[config.mk]
export PLATFORM = sky130hd
export DESIGN_NAME = uart_rx_core
export DESIGN_NICKNAME = d
export VERILOG_FILES = /design/src/rtl/urx_pkg.sv /design/src/rtl/urx_sync.sv /design/src/rtl/urx_fsm.sv /design/src/rtl/urx_holdbuf.sv /design/src/rtl/uart_rx_core.sv
export SDC_FILE = /design/constraint.sdc
export NUM_CORES = 1
export LEC_CHECK = 0
export BUFFER_PORTS_ARGS = -buffer_cell sky130_fd_sc_hd__buf_4
export CORE_MARGIN = 10
export CORE_UTILIZATION = 33
export DETAILED_ROUTE_END_ITERATION = 7
export SKIP_LAST_GASP = 1
export SLEW_MARGIN = 20
export SYNTH_ARGS = -nofsm -noshare
export SYNTH_HDL_FRONTEND = slang
export SYNTH_SLANG_ARGS = --single-unit
[constraint.sdc]
create_clock -name clk -period 2.3 [get_ports clk]
set_input_delay 0.115 -clock clk [delete_from_list [all_inputs] [get_ports clk]]
set_output_delay 0.115 -clock clk [all_outputs]
set_load 0.01 [all_outputs]
[src/rtl/urx_pkg.sv]
package urx_pkg;

    typedef enum logic [2:0] {
        ST_IDLE,
        ST_START,
        ST_DATA,
        ST_PARITY,
        ST_STOP
    } rx_state_t;

endpackage

[src/rtl/urx_sync.sv]
module urx_sync #(
    parameter int   STAGES    = 2,
    parameter logic RESET_VAL = 1'b1
) (
    input  logic clk,
    input  logic rst_n,
    input  logic din,
    output logic dout
);

    logic [STAGES-1:0] chain_q;

    always_ff @(posedge clk or negedge rst_n) begin
        if (!rst_n) begin
            chain_q <= {STAGES{RESET_VAL}};
        end else begin
            chain_q[0] <= din;
            for (int i = 1; i < STAGES; i++) begin
                chain_q[i] <= chain_q[i-1];
            end
        end
    end

    assign dout = chain_q[STAGES-1];

endmodule

[src/rtl/urx_fsm.sv]
module urx_fsm
    import urx_pkg::*;
#(
    parameter int DATA_W = 8,
    parameter int OVS    = 16
) (
    input  logic              clk,
    input  logic              rst_n,
    input  logic              rx_en,
    input  logic              tick,
    input  logic              rxd_s,
    input  logic              parity_en,
    input  logic              parity_odd,
    input  logic              stop_two,
    output logic              done,
    output logic [DATA_W-1:0] data,
    output logic              perr,
    output logic              ferr
);

    localparam int CNT_W  = $clog2(OVS);
    localparam int IDX_W  = (DATA_W > 1) ? $clog2(DATA_W) : 1;
    localparam logic [CNT_W-1:0] MID_CNT  = CNT_W'(OVS/2 - 1);
    localparam logic [CNT_W-1:0] FULL_CNT = CNT_W'(OVS - 1);
    localparam logic [IDX_W-1:0] LAST_BIT = IDX_W'(DATA_W - 1);

    rx_state_t         state_q, state_d;
    logic [CNT_W-1:0]  cnt_q;
    logic [IDX_W-1:0]  bit_q;
    logic              stop_idx_q;
    logic [DATA_W-1:0] shift_q;
    logic              par_acc_q;
    logic              ferr_acc_q;

    logic at_mid, at_full, last_stop;

    assign at_mid    = tick && (cnt_q == MID_CNT);
    assign at_full   = tick && (cnt_q == FULL_CNT);
    assign last_stop = !stop_two || stop_idx_q;

    // next-state logic
    always_comb begin
        state_d = state_q;
        unique case (state_q)
            ST_IDLE:   if (tick && !rxd_s) state_d = ST_START;
            ST_START:  if (at_mid) state_d = rxd_s ? ST_IDLE : ST_DATA;
            ST_DATA:   if (at_full && bit_q == LAST_BIT)
                           state_d = parity_en ? ST_PARITY : ST_STOP;
            ST_PARITY: if (at_full) state_d = ST_STOP;
            ST_STOP:   if (at_full && last_stop) state_d = ST_IDLE;
            default:   state_d = ST_IDLE;
        endcase
        if (!rx_en) state_d = ST_IDLE;
    end

    // state register
    always_ff @(posedge clk or negedge rst_n) begin
        if (!rst_n) state_q <= ST_IDLE;
        else        state_q <= state_d;
    end

    // datapath and outputs
    always_ff @(posedge clk or negedge rst_n) begin
        if (!rst_n) begin
            cnt_q      <= '0;
            bit_q      <= '0;
            stop_idx_q <= 1'b0;
            shift_q    <= '0;
            par_acc_q  <= 1'b0;
            ferr_acc_q <= 1'b0;
            done       <= 1'b0;
            data       <= '0;
            perr       <= 1'b0;
            ferr       <= 1'b0;
        end else begin
            done <= 1'b0;
            if (state_d != state_q || at_full) begin
                cnt_q <= '0;
            end else if (tick) begin
                cnt_q <= cnt_q + 1'b1;
            end

            unique case (state_q)
                ST_IDLE: begin
                    bit_q      <= '0;
                    stop_idx_q <= 1'b0;
                    par_acc_q  <= 1'b0;
                    ferr_acc_q <= 1'b0;
                end
                ST_START: ;
                ST_DATA: begin
                    if (at_full) begin
                        shift_q   <= {rxd_s, shift_q[DATA_W-1:1]};
                        par_acc_q <= par_acc_q ^ rxd_s;
                        bit_q     <= bit_q + 1'b1;
                    end
                end
                ST_PARITY: begin
                    if (at_full) par_acc_q <= par_acc_q ^ rxd_s;
                end
                ST_STOP: begin
                    if (at_full) begin
                        stop_idx_q <= 1'b1;
                        ferr_acc_q <= ferr_acc_q | !rxd_s;
                        if (last_stop && rx_en) begin
                            done <= 1'b1;
                            data <= shift_q;
                            perr <= parity_en && (par_acc_q ^ parity_odd);
                            ferr <= ferr_acc_q | !rxd_s;
                        end
                    end
                end
                default: ;
            endcase
        end
    end

endmodule

[src/rtl/urx_holdbuf.sv]
module urx_holdbuf #(
    parameter int DATA_W = 8
) (
    input  logic              clk,
    input  logic              rst_n,
    input  logic              done,
    input  logic [DATA_W-1:0] data_in,
    input  logic              perr_in,
    input  logic              ferr_in,
    input  logic              rd,
    output logic [DATA_W-1:0] data_out,
    output logic              full,
    output logic              irq,
    output logic              ovr,
    output logic              perr,
    output logic              ferr
);

    logic store;
    assign store = done && (!full || rd);

    always_ff @(posedge clk or negedge rst_n) begin
        if (!rst_n) begin
            data_out <= '0;
            full     <= 1'b0;
            irq      <= 1'b0;
            ovr      <= 1'b0;
            perr     <= 1'b0;
            ferr     <= 1'b0;
        end else begin
            irq <= store;
            if (store) begin
                data_out <= data_in;
                full     <= 1'b1;
                perr     <= perr_in;
                ferr     <= ferr_in;
            end else if (rd) begin
                full <= 1'b0;
                perr <= 1'b0;
                ferr <= 1'b0;
            end
            if (done && full && !rd) ovr <= 1'b1;
            else if (rd)             ovr <= 1'b0;
        end
    end

endmodule

[src/rtl/uart_rx_core.sv]
module uart_rx_core #(
    parameter int DATA_W = 8,
    parameter int OVS    = 16,
    parameter int SYNC_N = 2
) (
    input  logic              clk,
    input  logic              rst_n,
    input  logic              rx_en,
    input  logic              os_tick,
    input  logic              rxd,
    input  logic              parity_en,
    input  logic              parity_odd,
    input  logic              stop_two,
    input  logic              rd_strobe,
    output logic [DATA_W-1:0] rd_data,
    output logic              buf_full,
    output logic              rx_irq,
    output logic              ovr_err,
    output logic              par_err,
    output logic              frm_err
);

    logic              rxd_s;
    logic              frm_done;
    logic [DATA_W-1:0] frm_data;
    logic              frm_perr;
    logic              frm_ferr;

    urx_sync #(.STAGES(SYNC_N), .RESET_VAL(1'b1)) u_sync (
        .clk  (clk),
        .rst_n(rst_n),
        .din  (rxd),
        .dout (rxd_s)
    );

    urx_fsm #(.DATA_W(DATA_W), .OVS(OVS)) u_fsm (
        .clk       (clk),
        .rst_n     (rst_n),
        .rx_en     (rx_en),
        .tick      (os_tick),
        .rxd_s     (rxd_s),
        .parity_en (parity_en),
        .parity_odd(parity_odd),
        .stop_two  (stop_two),
        .done      (frm_done),
        .data      (frm_data),
        .perr      (frm_perr),
        .ferr      (frm_ferr)
    );

    urx_holdbuf #(.DATA_W(DATA_W)) u_buf (
        .clk     (clk),
        .rst_n   (rst_n),
        .done    (frm_done),
        .data_in (frm_data),
        .perr_in (frm_perr),
        .ferr_in (frm_ferr),
        .rd      (rd_strobe),
        .data_out(rd_data),
        .full    (buf_full),
        .irq     (rx_irq),
        .ovr     (ovr_err),
        .perr    (par_err),
        .ferr    (frm_err)
    );

endmodule

==> metrics.md <==
| Metric | Value |
|---|---|
| Distinct cells, synth | 40 |
| Core area | 6030 µm² |
| Reg2Reg Setup Slack | 0.51 ns |
| Post-synthesis sequential area ratio | 56.4% |
| Max_cap viols | 0 |
| Io pins | 22 |
| Post-detail-place hpwl | 2540 µm |
| Critical Path AT | 1.98 ns |
| Critical path launch point type | flip-flop |
| Crit. Startpoint | u_fsm.cnt_q[0] |
| Starting Density | 34.7% |
| CTS Root Cell | clkbuf_8 |
| Drt wl/cell | 14.1 µm |
| Stages on worst setup path | 4 |
| Outcome | finished, final reports clean |
| Crit Path Max Fanout | 9 |
| Vias per inst | 4.93 |
| Post-cts sizing count | 0 |
| Worst-Skew Late Latency | 0.30 ns |
| Minimum clock period | 1.79 ns |
| Worst Setup EP | u_fsm.bit_q[1] |
| Critical Path Slowest Stage Cell | and4_1 |
| Crit Reg-Reg Endpoint | u_fsm.bit_q[1] |
| Peak VDD IR | 0.235 mV |
| Nets | 195 |
| Drt total wl | 3650 µm |
| Commonest non-fill, non-tap cells in the layout | 45 x dfrtp_1, 28 x mux2_2, 23 x buf_4 |
| TritonCTS clock tree | yes |
| Setup tns final | 0 ns |
| Type of the tightest min-delay check | primary input to flip-flop |
| Layout fillers | 584 |
| Grt ovf | 0 |
| Setup-failing EPs final | 0 |
| Clock transition at the registers of the reported paths | 0.09 ns |
| Mapped Cells | 157 |
| Setup CP Type | flip-flop to flip-flop |
| Post-synth top area share | 53.9% |
| H-tree Lvls | 2 |
| Reg-to-reg critical path startpoint | u_fsm.cnt_q[0] |
| P&R area growth vs syn | 16.6% |
| R2R cell count | 4 |
| Avg Cell Area, Syn | 13.3 µm² |
| CTS hold repair buffers | 3 |
| First-pass GRT wire length | 6370 µm |
| Final instance area | 2440 µm² |
| Clock Skews | 0.00994 ns |
| Final Hold Fails | 0 |
| Main synth FF type | dfrtp_1 |
| Post-synth net total | 169 |
| Drc violations | 0 |
| Commonest non-fill, non-tap cell in the layout | dfrtp_1 |
| Buf/Inv on CP | 0 |
| Largest net degree at the start of global routing | 48 |
| Vias in the first global route | 1,281 |
| Slew headroom | 60.8% |
| Crit end category | flip-flop |
| RSZ-0062 raised after global routing | false |
| FFs w/ async S/R, synth | 100% |
| EDFF count, synth | 0 |
| Routed Antenna Nets | 0 |
| Max Clock Freq | 559 MHz |
| Placer Congestion | 0.751 |
| Post-synthesis register bit count | 47 |
| Die Area | 9920 µm² |
| Max stage delay on crit path | 0.47 ns |
| Critical path's top delay family | simple AND/OR/NAND/NOR gates |
| Die width | 99.6 µm |
| Deepest clock path buffer count | 2 |
| Data required time of the critical path | 2.49 ns |
| Post-Syn Area | 2090 µm² |
| Chip Height | 99.6 µm |
| Leak Pwr | 1.21 nW |
| Max Slew Vio Count | 0 |
| Yosys Warn Count | 0 |
| Ant diodes | 0 |
| Antenna violations before repair | 0 |
| Layout cells sized above 1 | 35.9% |
| Initial DRT Pass Iterations | 4 |
| Vias | 1,276 |
| Pwr Density | 625 nW/µm² |
| Synth area leader | dfrtp_1 |
| Num CTS Buffers | 5 |
| Setup repair bufs after CTS | 0 |
| Area post-placement | 2310 µm² |
| Final period util | 77.8% |
| Row Count | 28 |
| # port buffers | 21 |
| Least-Margin Pin Slew | 0.588 ns |
| Crit path cell chain | ha_1 > and4_1 > mux2_2 > a22o_1 |
| Worst hold path cell count | 3 |
| Tot GR Track Use | 7.75% |
| Top cells by area, synth | dfrtp_1 54%, mux2_2 15%, dfstp_2 2.5% |
| Sink Count | 47 |
| Starting DRT DRC Count | 57 |
[routing by layer]
metal	wire length, µm	part of all wire, %	global-route usage [%]	vias to the layer above
met1	1790	49	9.92	633
met4	18	0.49	2.32	0
met5	0	0	0	-
met3	266	7.3	3.67	2
met2	1580	43	11.3	26
li1	-	-	-	615
[synthesized netlist by cell type, drive strengths merged, types with 4 or more instances]
master and instances:
mux2 29, inv 4, nand2b 4, buf 4
dfrtp 45, nand3 5, nor2 5, mux2i 4
nor2b 6, a21oi 5
[how the worst min path moves through the flow]
stage / slack, ns / start / end
floorplan: -0.18 / rst_n / u_buf.data_out[0]
global placement: 0.17 / rst_n / u_buf.ovr
detailed placement: 0.17 / rst_n / u_buf.ovr
CTS: 0.1 / rx_en / u_fsm.state_q[2]
global route: 0.1 / rx_en / u_fsm.state_q[2]
finish: 0.11 / parity_en / u_fsm.state_q[0]
[kinds of logic (layout without fill, tap and decap cells)]
logic type                 count (synthesis)  after routing  synth area share (%)
xor gates and xnor gates                   3              3                  1.26
AOI/OAI and AO/OA                         21             21                  6.88
and+or+nand+nor                           39             39                  13.4
buffers and inverters                     11             38                  2.75
muxes                                     33             33                  17.5
DFF                                       47             47                  56.4
adders and majority gates                  3              3                  1.80
[report_power, final]
group / total, mW / leakage (nW) / switching (mW) / internal [mW]
sequential: 0.900 / 0.640 / 0.0435 / 0.857
combinational: 0.120 / 0.528 / 0.0644 / 0.0560
clock: 0.504 / 0.0408 / 0.286 / 0.218
total: 1.52 / 1.21 / 0.394 / 1.13
[state kept, by name, indices dropped and copies added, names as in the netlist]
signal and flops:
u_fsm.data 8, u_buf.irq 1, u_buf.ovr 1, u_fsm.par_acc_q 1, u_buf.data_out 8, u_fsm.perr 1, u_fsm.stop_idx_q 1, u_buf.perr 1
u_fsm.ferr 1, u_fsm.state_q 3, u_fsm.done 1, u_sync.chain_q 2, u_fsm.ferr_acc_q 1, u_fsm.shift_q 8, u_buf.ferr 1, u_buf.full 1
u_fsm.bit_q 3, u_fsm.cnt_q 4
[metrics by stage]
step	total power [mW]	hold slack (ns)	utilization, %	worst slack, ns	instances
after global routing	1.62	0.0998	40.4	0.370	259
after floorplan	0.981	-0.181	-	0.641	157
after detailed placement	1.03	0.170	38.4	0.521	248
final	1.52	0.108	40.4	0.510	259
after global placement	1.03	0.173	38.4	0.552	248
after CTS	1.55	0.0973	40.4	0.510	259
[worst min-delay path: stages]
cell,delay (ns)
buf_4,0.13
nand3_1,0.06
o22ai_1,0.07
[cell type report]
type	count	area, µm²	share of cell area (%)
Clock inverter	3	23.8	0.975
Tap cell	75	93.8	3.85
Timing Repair Buffer	26	203	8.32
Multi-Input combinational cell	99	855	35.1
Inverter	4	15.0	0.616
Sequential cell	47	1180	48.4
Clock buffer	5	68.8	2.82
Power figures use the tool's default switching activity.
